### config.mk
export PLATFORM = sky130hd
export DESIGN_NAME = dvs_setpoint_sel
export DESIGN_NICKNAME = d
export VERILOG_FILES = /design/src/rtl/dvs_pkg.sv /design/src/rtl/dvs_pin_sync.sv /design/src/rtl/dvs_setpoint_bank.sv /design/src/rtl/dvs_code_to_uv.sv /design/src/rtl/dvs_setpoint_sel.sv
export SDC_FILE = /design/constraint.sdc
export NUM_CORES = 1
export LEC_CHECK = 0
export BUFFER_PORTS_ARGS = -buffer_cell sky130_fd_sc_hd__buf_2
export CAP_MARGIN = 20
export CORE_ASPECT_RATIO = 0.5
export CORE_MARGIN = 8
export CORE_UTILIZATION = 60
export DETAILED_ROUTE_END_ITERATION = 16
export GPL_ROUTABILITY_DRIVEN = 0
export PLACE_DENSITY_LB_ADDON = 0.2
export SETUP_SLACK_MARGIN = 0.4
export SYNTH_ARGS = -nofsm -noshare
export SYNTH_HDL_FRONTEND = slang
export SYNTH_SLANG_ARGS = --single-unit
export TNS_END_PERCENT = 10
### constraint.sdc
create_clock -name clk -period 8.9 [get_ports clk]
set_clock_uncertainty 0.15 [all_clocks]
set_input_delay 0.89 -clock clk [delete_from_list [all_inputs] [get_ports clk]]
set_output_delay 0.89 -clock clk [all_outputs]
set_load 0.05 [all_outputs]
### src/rtl/dvs_pkg.sv
// Package: shared constants and types for the setpoint selector.
// Assumes: a 3-bit register address space and an 8-bit data word.
package dvs_pkg;
    localparam int CODE_W   = 7;
    localparam int ADDR_W   = 3;
    localparam int DATA_W   = 8;
    localparam int UV_W     = 22;
    localparam int CFG_W    = 4;
    localparam int N_PRESET = 4;

    localparam logic [CFG_W-1:0] CFG_PIN_SEL = 4'b0010;

    localparam logic [ADDR_W-1:0] A_DIRECT = 3'd0;
    localparam logic [ADDR_W-1:0] A_PRE1   = 3'd1;
    localparam logic [ADDR_W-1:0] A_PRE4   = 3'd4;
    localparam logic [ADDR_W-1:0] A_RANGE  = 3'd5;
    localparam logic [ADDR_W-1:0] A_CTRL   = 3'd6;

    typedef enum logic [1:0] {
        MODE_REG     = 2'd0,
        MODE_ONE_PIN = 2'd1,
        MODE_TWO_PIN = 2'd2
    } ctl_mode_e;

    // Decode the two control fields into a control mode.
    function automatic ctl_mode_e decode_mode(input logic [CFG_W-1:0] fa,
                                              input logic [CFG_W-1:0] fb);
        if (fa != CFG_PIN_SEL)      return MODE_REG;
        else if (fb != CFG_PIN_SEL) return MODE_ONE_PIN;
        else                        return MODE_TWO_PIN;
    endfunction
endpackage

### src/rtl/dvs_pin_sync.sv
// Module: two-flop synchroniser for a bundle of asynchronous select pins.
// Assumes: each pin is a slow level signal, so the bits need not be coherent.
module dvs_pin_sync #(
    parameter int N_PINS = 2
) (
    input  logic              clk,
    input  logic              rst_n,
    input  logic [N_PINS-1:0] pin_async,
    output logic [N_PINS-1:0] pin_sync
);
    for (genvar g = 0; g < N_PINS; g++) begin : g_sync
        logic meta_q;
        logic sync_q;
        // Two-stage capture of one pin into the clock domain.
        always_ff @(posedge clk) begin
            if (!rst_n) begin
                meta_q <= 1'b0;
                sync_q <= 1'b0;
            end else begin
                meta_q <= pin_async[g];
                sync_q <= meta_q;
            end
        end
        assign pin_sync[g] = sync_q;
    end
endmodule

### src/rtl/dvs_setpoint_bank.sv
// Module: register bank for the direct setpoint, presets, pending range and
// control word. It also computes the next active code.
// Assumes: writes and pin values are sampled at the same edge. In a pin mode
// the direct setpoint is rewritten each cycle with the selected preset.
module dvs_setpoint_bank
    import dvs_pkg::*;
#(
    parameter int C_W = CODE_W,
    parameter int A_W = ADDR_W,
    parameter int D_W = DATA_W,
    parameter int N_P = N_PRESET
) (
    input  logic           clk,
    input  logic           rst_n,
    input  logic           wr_en,
    input  logic [A_W-1:0] wr_addr,
    input  logic [D_W-1:0] wr_data,
    input  logic [1:0]     pin_sync,
    output logic [C_W-1:0] sel_code_n,
    output logic [C_W-1:0] direct_q,
    output logic           range_pend_n,
    output ctl_mode_e      mode_q,
    output logic           wr_update
);
    localparam int IDX_W = $clog2(N_P);

    logic [C_W-1:0]   preset_q [N_P];
    logic [C_W-1:0]   preset_n [N_P];
    logic [CFG_W-1:0] fa_q, fb_q, fa_n, fb_n;
    logic             range_pend_q;
    logic [C_W-1:0]   direct_w;
    ctl_mode_e        mode_n;
    logic [IDX_W-1:0] idx;

    for (genvar g = 0; g < N_P; g++) begin : g_preset
        localparam logic [A_W-1:0] MY_ADDR = A_W'(int'(A_PRE1) + g);
        // Next value of one preset after this cycle's write.
        always_comb begin
            preset_n[g] = (wr_en && wr_addr == MY_ADDR) ? wr_data[C_W-1:0] : preset_q[g];
        end
        // Storage of one preset code.
        always_ff @(posedge clk) begin
            if (!rst_n) preset_q[g] <= '0;
            else        preset_q[g] <= preset_n[g];
        end
    end

    // Next control fields, pending range and direct value after this cycle's write.
    always_comb begin
        fa_n         = (wr_en && wr_addr == A_CTRL) ? wr_data[CFG_W-1:0] : fa_q;
        fb_n         = (wr_en && wr_addr == A_CTRL) ? wr_data[2*CFG_W-1:CFG_W] : fb_q;
        range_pend_n = (wr_en && wr_addr == A_RANGE) ? wr_data[0] : range_pend_q;
        direct_w     = (wr_en && wr_addr == A_DIRECT) ? wr_data[C_W-1:0] : direct_q;
        mode_n       = decode_mode(fa_n, fb_n);
    end

    // Preset index from the synchronised pins under the next mode.
    always_comb begin
        idx = '0;
        if (mode_n == MODE_TWO_PIN)      idx = IDX_W'(pin_sync);
        else if (mode_n == MODE_ONE_PIN) idx = IDX_W'(pin_sync[0]);
    end

    // Choose the code that becomes active at this edge.
    always_comb begin
        sel_code_n = (mode_n == MODE_REG) ? direct_w : preset_n[idx];
    end

    // Flag writes that count as a setpoint update.
    always_comb begin
        wr_update = wr_en && ((wr_addr >= A_DIRECT && wr_addr <= A_PRE4) || wr_addr == A_CTRL);
    end

    // Storage of the control word, pending range and direct setpoint.
    always_ff @(posedge clk) begin
        if (!rst_n) begin
            fa_q         <= '0;
            fb_q         <= '0;
            range_pend_q <= 1'b0;
            direct_q     <= '0;
        end else begin
            fa_q         <= fa_n;
            fb_q         <= fb_n;
            range_pend_q <= range_pend_n;
            direct_q     <= sel_code_n;
        end
    end

    assign mode_q = decode_mode(fa_q, fb_q);

    // The direct setpoint keeps its value in register mode unless it is written.
    assert_direct_hold_R5: assert property (@(posedge clk) disable iff (!rst_n)
        (mode_q == MODE_REG && !wr_en) |=> $stable(direct_q));
endmodule

### src/rtl/dvs_code_to_uv.sv
// Module: converts a setpoint code and a range bit into a target in microvolts.
// Assumes: codes above each range's top saturate; purely combinational.
module dvs_code_to_uv #(
    parameter int C_W        = 7,
    parameter int U_W        = 22,
    parameter int BASE_UV    = 400000,
    parameter int LO_STEP    = 12500,
    parameter int LO_TOP     = 94,
    parameter int HI_STEP    = 25000,
    parameter int HI_FINE_TOP= 111,
    parameter int HI_CO_STEP = 50000,
    parameter int HI_TOP     = 120
) (
    input  logic [C_W-1:0] code,
    input  logic           hi_range,
    output logic [U_W-1:0] uv
);
    localparam int HI_CO_START = HI_FINE_TOP + 1;
    localparam int HI_CO_BASE  = BASE_UV + HI_STEP * HI_CO_START;

    int c;
    int acc;

    // Piecewise mapping from code to microvolts with saturation.
    always_comb begin
        c = int'(code);
        if (!hi_range) begin
            if (c > LO_TOP) c = LO_TOP;
            acc = BASE_UV + c * LO_STEP;
        end else if (c <= HI_FINE_TOP) begin
            acc = BASE_UV + c * HI_STEP;
        end else begin
            if (c > HI_TOP) c = HI_TOP;
            acc = HI_CO_BASE + (c - HI_CO_START) * HI_CO_STEP;
        end
        uv = acc[U_W-1:0];
    end
endmodule

### src/rtl/dvs_setpoint_sel.sv
// Module: top of the setpoint selector. It holds the active code and active
// range, detects pin updates, drives the update strobe and the discharge flag.
// Assumes: synchronous active-low reset; pins are asynchronous levels.
module dvs_setpoint_sel
    import dvs_pkg::*;
#(
    parameter int C_W = CODE_W,
    parameter int A_W = ADDR_W,
    parameter int D_W = DATA_W,
    parameter int U_W = UV_W
) (
    input  logic           clk,
    input  logic           rst_n,
    input  logic           wr_en,
    input  logic [A_W-1:0] wr_addr,
    input  logic [D_W-1:0] wr_data,
    input  logic           sel_pin1,
    input  logic           sel_pin2,
    input  logic           reg_enable,
    output logic [C_W-1:0] active_code,
    output logic           active_range,
    output logic [U_W-1:0] target_uv,
    output logic [C_W-1:0] setpoint_rdback,
    output logic           update_stb,
    output logic           discharge_en
);
    localparam int LO_MAX_UV = 1575000;
    localparam int HI_MAX_UV = 3600000;

    logic [1:0]     pin_s;
    logic [1:0]     pin_prev_q;
    logic [C_W-1:0] sel_code_n;
    logic           range_pend_n;
    ctl_mode_e      mode_q;
    logic           wr_update;
    logic           pin_evt;
    logic           upd;
    logic           range_n;
    logic [C_W-1:0] code_q;
    logic           range_q;

    dvs_pin_sync #(.N_PINS(2)) u_sync (
        .clk       (clk),
        .rst_n     (rst_n),
        .pin_async ({sel_pin2, sel_pin1}),
        .pin_sync  (pin_s)
    );

    dvs_setpoint_bank #(.C_W(C_W), .A_W(A_W), .D_W(D_W), .N_P(N_PRESET)) u_bank (
        .clk          (clk),
        .rst_n        (rst_n),
        .wr_en        (wr_en),
        .wr_addr      (wr_addr),
        .wr_data      (wr_data),
        .pin_sync     (pin_s),
        .sel_code_n   (sel_code_n),
        .direct_q     (setpoint_rdback),
        .range_pend_n (range_pend_n),
        .mode_q       (mode_q),
        .wr_update    (wr_update)
    );

    // Detect a change on a select pin that the current mode uses.
    always_comb begin
        unique case (mode_q)
            MODE_ONE_PIN: pin_evt = (pin_s[0] != pin_prev_q[0]);
            MODE_TWO_PIN: pin_evt = (pin_s != pin_prev_q);
            default:      pin_evt = 1'b0;
        endcase
        upd     = wr_update || pin_evt;
        range_n = upd ? range_pend_n : range_q;
    end

    // Active code, deferred range, previous pins, strobe and discharge.
    always_ff @(posedge clk) begin
        if (!rst_n) begin
            code_q       <= '0;
            range_q      <= 1'b0;
            pin_prev_q   <= '0;
            update_stb   <= 1'b0;
            discharge_en <= 1'b0;
        end else begin
            code_q       <= sel_code_n;
            range_q      <= range_n;
            pin_prev_q   <= pin_s;
            update_stb   <= (sel_code_n != code_q) || (range_n != range_q);
            discharge_en <= !reg_enable;
        end
    end

    dvs_code_to_uv #(.C_W(C_W), .U_W(U_W)) u_conv (
        .code     (code_q),
        .hi_range (range_q),
        .uv       (target_uv)
    );

    assign active_code  = code_q;
    assign active_range = range_q;

    // Range may only move after an update.
    assert_range_hold_R4: assert property (@(posedge clk) disable iff (!rst_n)
        !upd |=> $stable(range_q));
    // The strobe implies the code or range moved at that edge.
    assert_stb_cause_R10: assert property (@(posedge clk) disable iff (!rst_n)
        update_stb |-> (code_q != $past(code_q) || range_q != $past(range_q)));
    // The low range never exceeds its top voltage.
    assert_lo_max_R1: assert property (@(posedge clk) disable iff (!rst_n)
        !range_q |-> (int'(target_uv) <= LO_MAX_UV));
    // The high range never exceeds its top voltage.
    assert_hi_max_R3: assert property (@(posedge clk) disable iff (!rst_n)
        range_q |-> (int'(target_uv) <= HI_MAX_UV));
    // In a pin mode the readback follows the active code.
    assert_rdback_track_R8: assert property (@(posedge clk) disable iff (!rst_n)
        (mode_q != MODE_REG) |-> (setpoint_rdback == code_q));
    // A regulator that stays enabled sees no discharge.
    assert_no_discharge_R9: assert property (@(posedge clk) disable iff (!rst_n)
        (reg_enable && $past(reg_enable)) |-> !discharge_en);
endmodule

### Word-level counts from Yosys, hierarchy flattened

Memory sizes are Yosys's and may differ from the RTL's.
Cells that the tools add are included.

| storage, ports and cells | value |
|---|---|
| flip-flop bits (word level) | 25 |
| RAM bits | 28 |
| input port bits | 17 |
| output and inout port bits | 39 |
| word-level logic and storage cells | 97 |
| memories | 1 |

Memories:

| name | depth | width | rd ports | clocked after memory_dff | write ports | RTL line | text |
|---|---|---|---|---|---|---|---|
| u_bank.preset_q | 4 | 7 | 4 | 0 | 4 | dvs_setpoint_bank.sv:27 | `logic [C_W-1:0] preset_q [N_P];` |

| operators by class | value |
|---|---|
| $add $sub $neg | 4 |
| multiply operators | 3 |
| order comparisons | 6 |
| equal/unequal tests | 18 |
| mux-type cells | 33 |
| bitwise gates (word level) | 5 |
| reductions and logical operators | 15 |

Operators with widths:

| operator | count |
|---|---|
| 7-bit 2-to-1 mux | 14 |
| 32-bit 2-to-1 mux | 3 |
| 20-bit by 22-bit adder with 22-bit output (first input constant) | 2 |
| 22-bit 2-to-1 mux | 2 |
| 32-bit by 13-bit multiplier with 18-bit output (second input constant) | 1 |
| 32-bit by 13-bit multiplier with 20-bit output (second input constant) | 1 |
| 32-bit by 8-bit subtractor with 32-bit output (second input constant) | 1 |
| 21-bit by 22-bit adder with 22-bit output (first input constant) | 1 |
| 7-bit by 12-bit multiplier with 19-bit output (second input constant) | 1 |
| 4-bit by 2-bit inequality test with 1-bit output (second input constant) | 4 |
| 7-bit binary-select mux with 2-bit select | 1 |
| 7-bit greater-than comparator (second input constant) | 2 |
| 2-bit 2-to-1 mux | 5 |
| 3-bit equality test (second input constant) | 3 |
| 1-bit logical AND | 9 |
| 4-bit 2-to-1 mux | 2 |
| 7-bit less-or-equal comparator (second input constant) | 1 |
| 7-bit inequality test | 1 |
| 3-bit by 2-bit equality test with 1-bit output (second input constant) | 2 |
| 1-bit 2-to-1 mux | 5 |
| 2-bit by 1-bit equality test with 1-bit output (second input constant) | 2 |
| 2-bit equality test (second input constant) | 2 |
| 1-bit OR | 4 |
| 3-bit by 1-bit equality test with 1-bit output (second input constant) | 1 |
| other kinds (11) | 14 |

### Longest topological paths before layout

| logic depth | value |
|---|---|
| word-level depth | 16 |
| depth in mapped cells | 25 |
| mapped depth without buffers | 25 |

### Modules after synthesis

Synthesis repeated with hierarchy kept, for this count alone.

| unflattened totals | value |
|---|---|
| cells, all modules | 1124 |
| area, all modules | 9470.3 µm² |

Modules (own cells, without submodules):

| module | times used | cells each | area an instance (µm²) | sequential area each (µm²) |
|---|---|---|---|---|
| dvs_code_to_uv | 1 | 742 | 6213.5 | 0.0 |
| dvs_setpoint_bank | 1 | 325 | 2640.0 | 880.8 |
| dvs_setpoint_sel | 1 | 47 | 496.7 | 240.2 |
| dvs_pin_sync | 1 | 10 | 120.1 | 80.1 |

### Least setup slack after synthesis

Ideal clock, no wire load.

| timing path | value |
|---|---|
| path type | register to output |
| from | reg u_bank.direct_q[5] (netlist name) |
| to | out target_uv[20] |
| data arrival time | 6.773 ns |
| data required time | 7.860 ns |
| path slack | 1.087 ns |
| stages on the path, launching flop included | 25 |
| buffers on the path | 0 |
| cell sequence | dfxtp_1 inv_1 ha_1 a31oi_1 a31oi_1 or2_2 ha_1 ha_1 inv_1 fa_1 inv_1 ha_1 inv_1 fa_1 inv_1 ha_1 o21ai_0 or4b_2 o311ai_1 or3_1 nor4b_1 o21ai_0 xnor2_1 o22ai_1 a31oi_1 |

RTL lines:

| what | RTL line | text |
|---|---|---|
| end, declared | dvs_setpoint_sel.sv:22 | `output logic [U_W-1:0] target_uv,` |

==> tab_implementation.tex <==
\begin{tabular}{lr}
\hline
Metric & Value \\
\hline
\multicolumn{2}{l}{\textbf{Clock tree}} \\
\quad TritonCTS clock tree & built \\
\quad \# H-tree levels & 2 \\
\quad Hold-fix buffers at CTS & 0 \\
\quad Worst-Skew Late Latency & 0.29 ns \\
\quad Number of setup buffers added after CTS & 0 \\
\quad Clock Sinks & 53 \\
\quad Buffer cell driving the clock tree root & clkbuf\_16 \\
\quad Number of gates resized after cts & 0 \\
\quad Cts bufs inserted & 5 \\
\quad Buffers from clock root to sink, at most & 2 \\
\quad Clock-pin slew of the registers on the worst-case setup and hold paths & 0.07 ns \\
\multicolumn{2}{l}{\textbf{Run status}} \\
\quad Outcome & finished, final reports clean \\
\multicolumn{2}{l}{\textbf{Floorplanning}} \\
\quad Core area & 14600 um\^{}2 \\
\quad Total number of placement rows & 31 \\
\quad Die Area & 19500 um\^{}2 \\
\quad Initial core utilization & 0.621 \\
\quad Chip height & 103 um \\
\quad Top-Level Pins & 56 \\
\quad Die Width & 190 um \\
\multicolumn{2}{l}{\textbf{Setup path}} \\
\quad Classification of the worst setup path & register to primary output \\
\quad Critical Path Slowest Stage Cell & dfxtp\_1 \\
\quad Longest individual stage delay on the worst path & 0.70 ns \\
\quad Signal arrival time at the worst endpoint & 7.06 ns \\
\quad Worst setup path startpoint & u\_bank.direct\_q[3] \\
\quad Kind of cell adding the most delay to the critical path & adder cells \\
\quad Reg2Reg Launch Point & u\_bank.fa\_q[2] \\
\quad Maximum fanout along the worst path & 12 \\
\quad Critical path data required time & 7.86 ns \\
\quad Crit path buffers/inverters & 5 \\
\quad Crit path cell chain & ha\_1 > and3\_1 > a31oi\_1 > or2\_2 > ha\_1 > ha\_1 > inv\_1 > fa\_1 > inv\_1 > ha\_1 > inv\_1 > fa\_1 > inv\_1 > ha\_1 > o21ai\_0 > nor2\_1 > o311ai\_1 > o311ai\_0 > o311ai\_1 > nand3\_1 > xnor2\_1 > nand2b\_1 > o221a\_2 > buf\_2 \\
\quad Startpoint kind of the worst setup timing path & register \\
\quad Most numerous cell on the critical path & ha\_1 \\
\quad Type of destination of the critical path & primary output \\
\multicolumn{2}{l}{\textbf{Synthesis}} \\
\quad Cell type with the highest aggregate area in the netlist & ha\_1 \\
\quad Fraction of the mapped netlist area in adder cells & 0.338 \\
\quad Yosys cell types & 83 \\
\quad Total of flip-flops plus latches after synthesis & 53 \\
\quad Syn Area/Cell & 7.94 um\^{}2 \\
\quad Number of standard cells after synthesis & 1140 \\
\quad Most frequently used flop master after synthesis & dfxtp\_1 \\
\quad Basic-gate share of the synthesized area counting and, or, nand and nor cells & 0.178 \\
\quad Number of synthesized flops with an enable pin & 0 \\
\quad Multiplexer area fraction after synthesis & 0.0199 \\
\quad Proportion of register bits with asynchronous set or reset after synthesis & 0 \\
\quad Compound-Gate Fraction of Synth Area & 0.186 \\
\quad Synth warnings & 0 \\
\quad Summed instance area of the synthesized netlist & 9050 um\^{}2 \\
\quad Fraction of synthesized cell area in xor and xnor cells & 0.0712 \\
\quad Synth top area cells & ha\_1 (25\%), dfxtp\_1 (12\%), fa\_1 (9.1\%) \\
\quad Combinational family with the most area after synthesis & adder cells \\
\quad Part of the Yosys area used for sequential elements & 0.117 \\
\quad Area share of the largest cell type after synthesis & 0.247 \\
\multicolumn{2}{l}{\textbf{Cells and area}} \\
\quad \# nets final & 1398 \\
\quad Antenna cell count & 0 \\
\quad Synthesis-to-finish area growth & 5.70\% \\
\quad Highest-count cells in the layout ignoring fill and taps & ha\_1 (179), inv\_1 (154), nand2\_1 (124), a21oi\_1 (84), nor2\_1 (58) \\
\quad Final cell area excluding filler cells & 9570 um\^{}2 \\
\quad Most common cell after layout, fill and taps aside & ha\_1 \\
\quad Final core utilization & 0.656 \\
\quad Fraction of layout instances using a drive strength above 1 & 0.0895 \\
\multicolumn{2}{l}{\textbf{STA}} \\
\quad Tightest Pin Transition & 0.865 ns \\
\quad Maximum clock frequency & 123 MHz \\
\quad Part of the cycle the worst path needs & 0.910 \\
\quad Hold Fails Final Rpt & 0 \\
\quad Post-layout minimum cycle time & 8.10 ns \\
\quad Number of max-slew violations in the final report & 0 \\
\quad Relative slew slack & 0.421 \\
\quad Final-report setup violation count & 0 \\
\quad Sum Neg Setup Slack & 0 ns \\
\quad RSZ-0062 raised after global routing & no \\
\quad Final Worst Setup Slack & 0.799 ns \\
\multicolumn{2}{l}{\textbf{Route}} \\
\quad Via count & 8043 \\
\quad Drt pass-1 iters & 5 \\
\quad Post-detailed-route wirelength per cell & 17.0 um \\
\quad Antenna Nets Post-Route & 0 \\
\quad Wire length reported by the detailed router & 23100 um \\
\quad Detail-routed via count per cell & 5.91 \\
\quad Drt drc & 0 \\
\quad Violation count after the first detailed-routing iteration & 447 \\
\multicolumn{2}{l}{\textbf{Hold path}} \\
\quad Hold\_sp & u\_sync.g\_sync[0].meta\_q \\
\quad Worst Hold Class & register to register \\
\multicolumn{2}{l}{\textbf{Placement}} \\
\quad Port Buf Inserts & 53 \\
\quad Worst slack at placement & 1.08 ns \\
\quad Post-detailed-placement half-perimeter wirelength & 18900 um \\
\quad Area of placed instances & 9390 um\^{}2 \\
\multicolumn{2}{l}{\textbf{Pwr}} \\
\quad PwrDens & 122 nW/um\^{}2 \\
\quad Standby leakage power & 4.90 nW \\
\quad Peak VDD IR & 133 uV \\
\quad Post-layout power & 1.17 mW \\
\multicolumn{2}{l}{\textbf{GRT}} \\
\quad Via count of the first global-routing pass & 7720 \\
\quad Antenna violations before repair & 0 \\
\quad Pin count of the biggest net entering global routing & 45 \\
\quad Remaining Overflow, GRT & 0 \\
\quad Wire length of the first global-routing pass & 38400 um \\
\quad GRT Overall Usage & 0.236 \\
\multicolumn{2}{l}{\textbf{Flow run}} \\
\quad Max-Cap Viols & 0 \\
\hline
\end{tabular}
[registers in the layout (all words and copies together), names as in the netlist]
| signal | count |
|---|---|
| u_bank.fa_q | 4 |
| pin_prev_q | 2 |
| update_stb | 1 |
| u_bank.fb_q | 4 |
| u_bank.range_pend_q | 1 |
| discharge_en | 1 |
| u_bank.direct_q | 7 |
| active_range | 1 |
| u_sync.g_sync.meta_q | 2 |
| u_sync.g_sync.sync_q | 2 |
| u_bank.preset_q | 28 |
[kinds of logic after synthesis]
| logic type | after synthesis |
|---|---|
| DFF | 53 |
| and+or+nand+nor | 325 |
| other | 1 |
| buffers and inverters | 201 |
| muxes | 14 |
| AOI/OAI and AO/OA | 254 |
| xor gates and xnor gates | 72 |
| adders and majority gates | 220 |
[Yosys cell counts, types with 9 or more instances]
cell      instances
a211oi_1         14
a21o_1           13
a21oi_1          84
and2_1           10
buf_4            10
clkbuf_1         28
dfxtp_1          53
fa_1             41
ha_1            179
inv_1           154
mux2i_1           9
nand2_1         124
nand2b_1         13
nand3_1          22
nor2_1           58
nor2b_1           9
nor3_1           22
o211ai_1         20
o21ai_0          43
or2_2            10
or3_1            10
xnor2_1          46
xor2_1           25
[per-stage QoR]
stage / hold slack [ns] / std cells
3_5_place_dp: 0.280 / 1352
2_1_floorplan: 0.262 / 1141
6_report: 0.296 / 1360
4_1_cts: 0.300 / 1360
5_1_grt: 0.310 / 1360
3_3_place_gp: 0.277 / 1352
[area by class of cell]
class	count	area [um^2]
sequential	53	1060
clock buffer	6	139
inverter	155	582
clock inverter	2	37.5
timing repair buffer	59	310
multi-input combinational	887	7190
fill	1273	5020
tap	198	248
[worst register-to-register path, stage by stage, from the launching register on]
cell and delay (ns):
dfxtp_1 0.32, or4b_1 0.60, mux2i_4 0.41, nand2_4 0.20
a311oi_1 0.44, o32ai_1 0.22, xnor2_1 0.18, nand2_1 0.08
o41ai_1 0.35, a21oi_1 0.12
[final timing paths]
check	slack, ns	depth (start not counted)	endpoint
max	0.80	24	target_uv[21]
max reg2reg	5.69	9	update_stb
min reg2reg	0.30	1	u_sync.g_sync[0].sync_q
min	0.30	1	u_sync.g_sync[0].sync_q
[power breakdown]
| part | internal, mW | switching [mW] |
|---|---|---|
| logic | 0.252 | 0.437 |
| registers | 0.244 | 0.00814 |
| clock network | 0.140 | 0.0854 |
[layer usage]
| layer | routed length [um] | up-vias | track usage |
|---|---|---|---|
| met3 | 1130 | 29 | 0.0199 |
| met5 | 0 | - | 0 |
| met1 | 10900 | 3820 | 0.317 |
| met4 | 339 | 0 | 0.0472 |
| met2 | 10700 | 206 | 0.415 |
| li1 | - | 3988 | - |
Note: power is estimated with default switching activity, not from simulation.
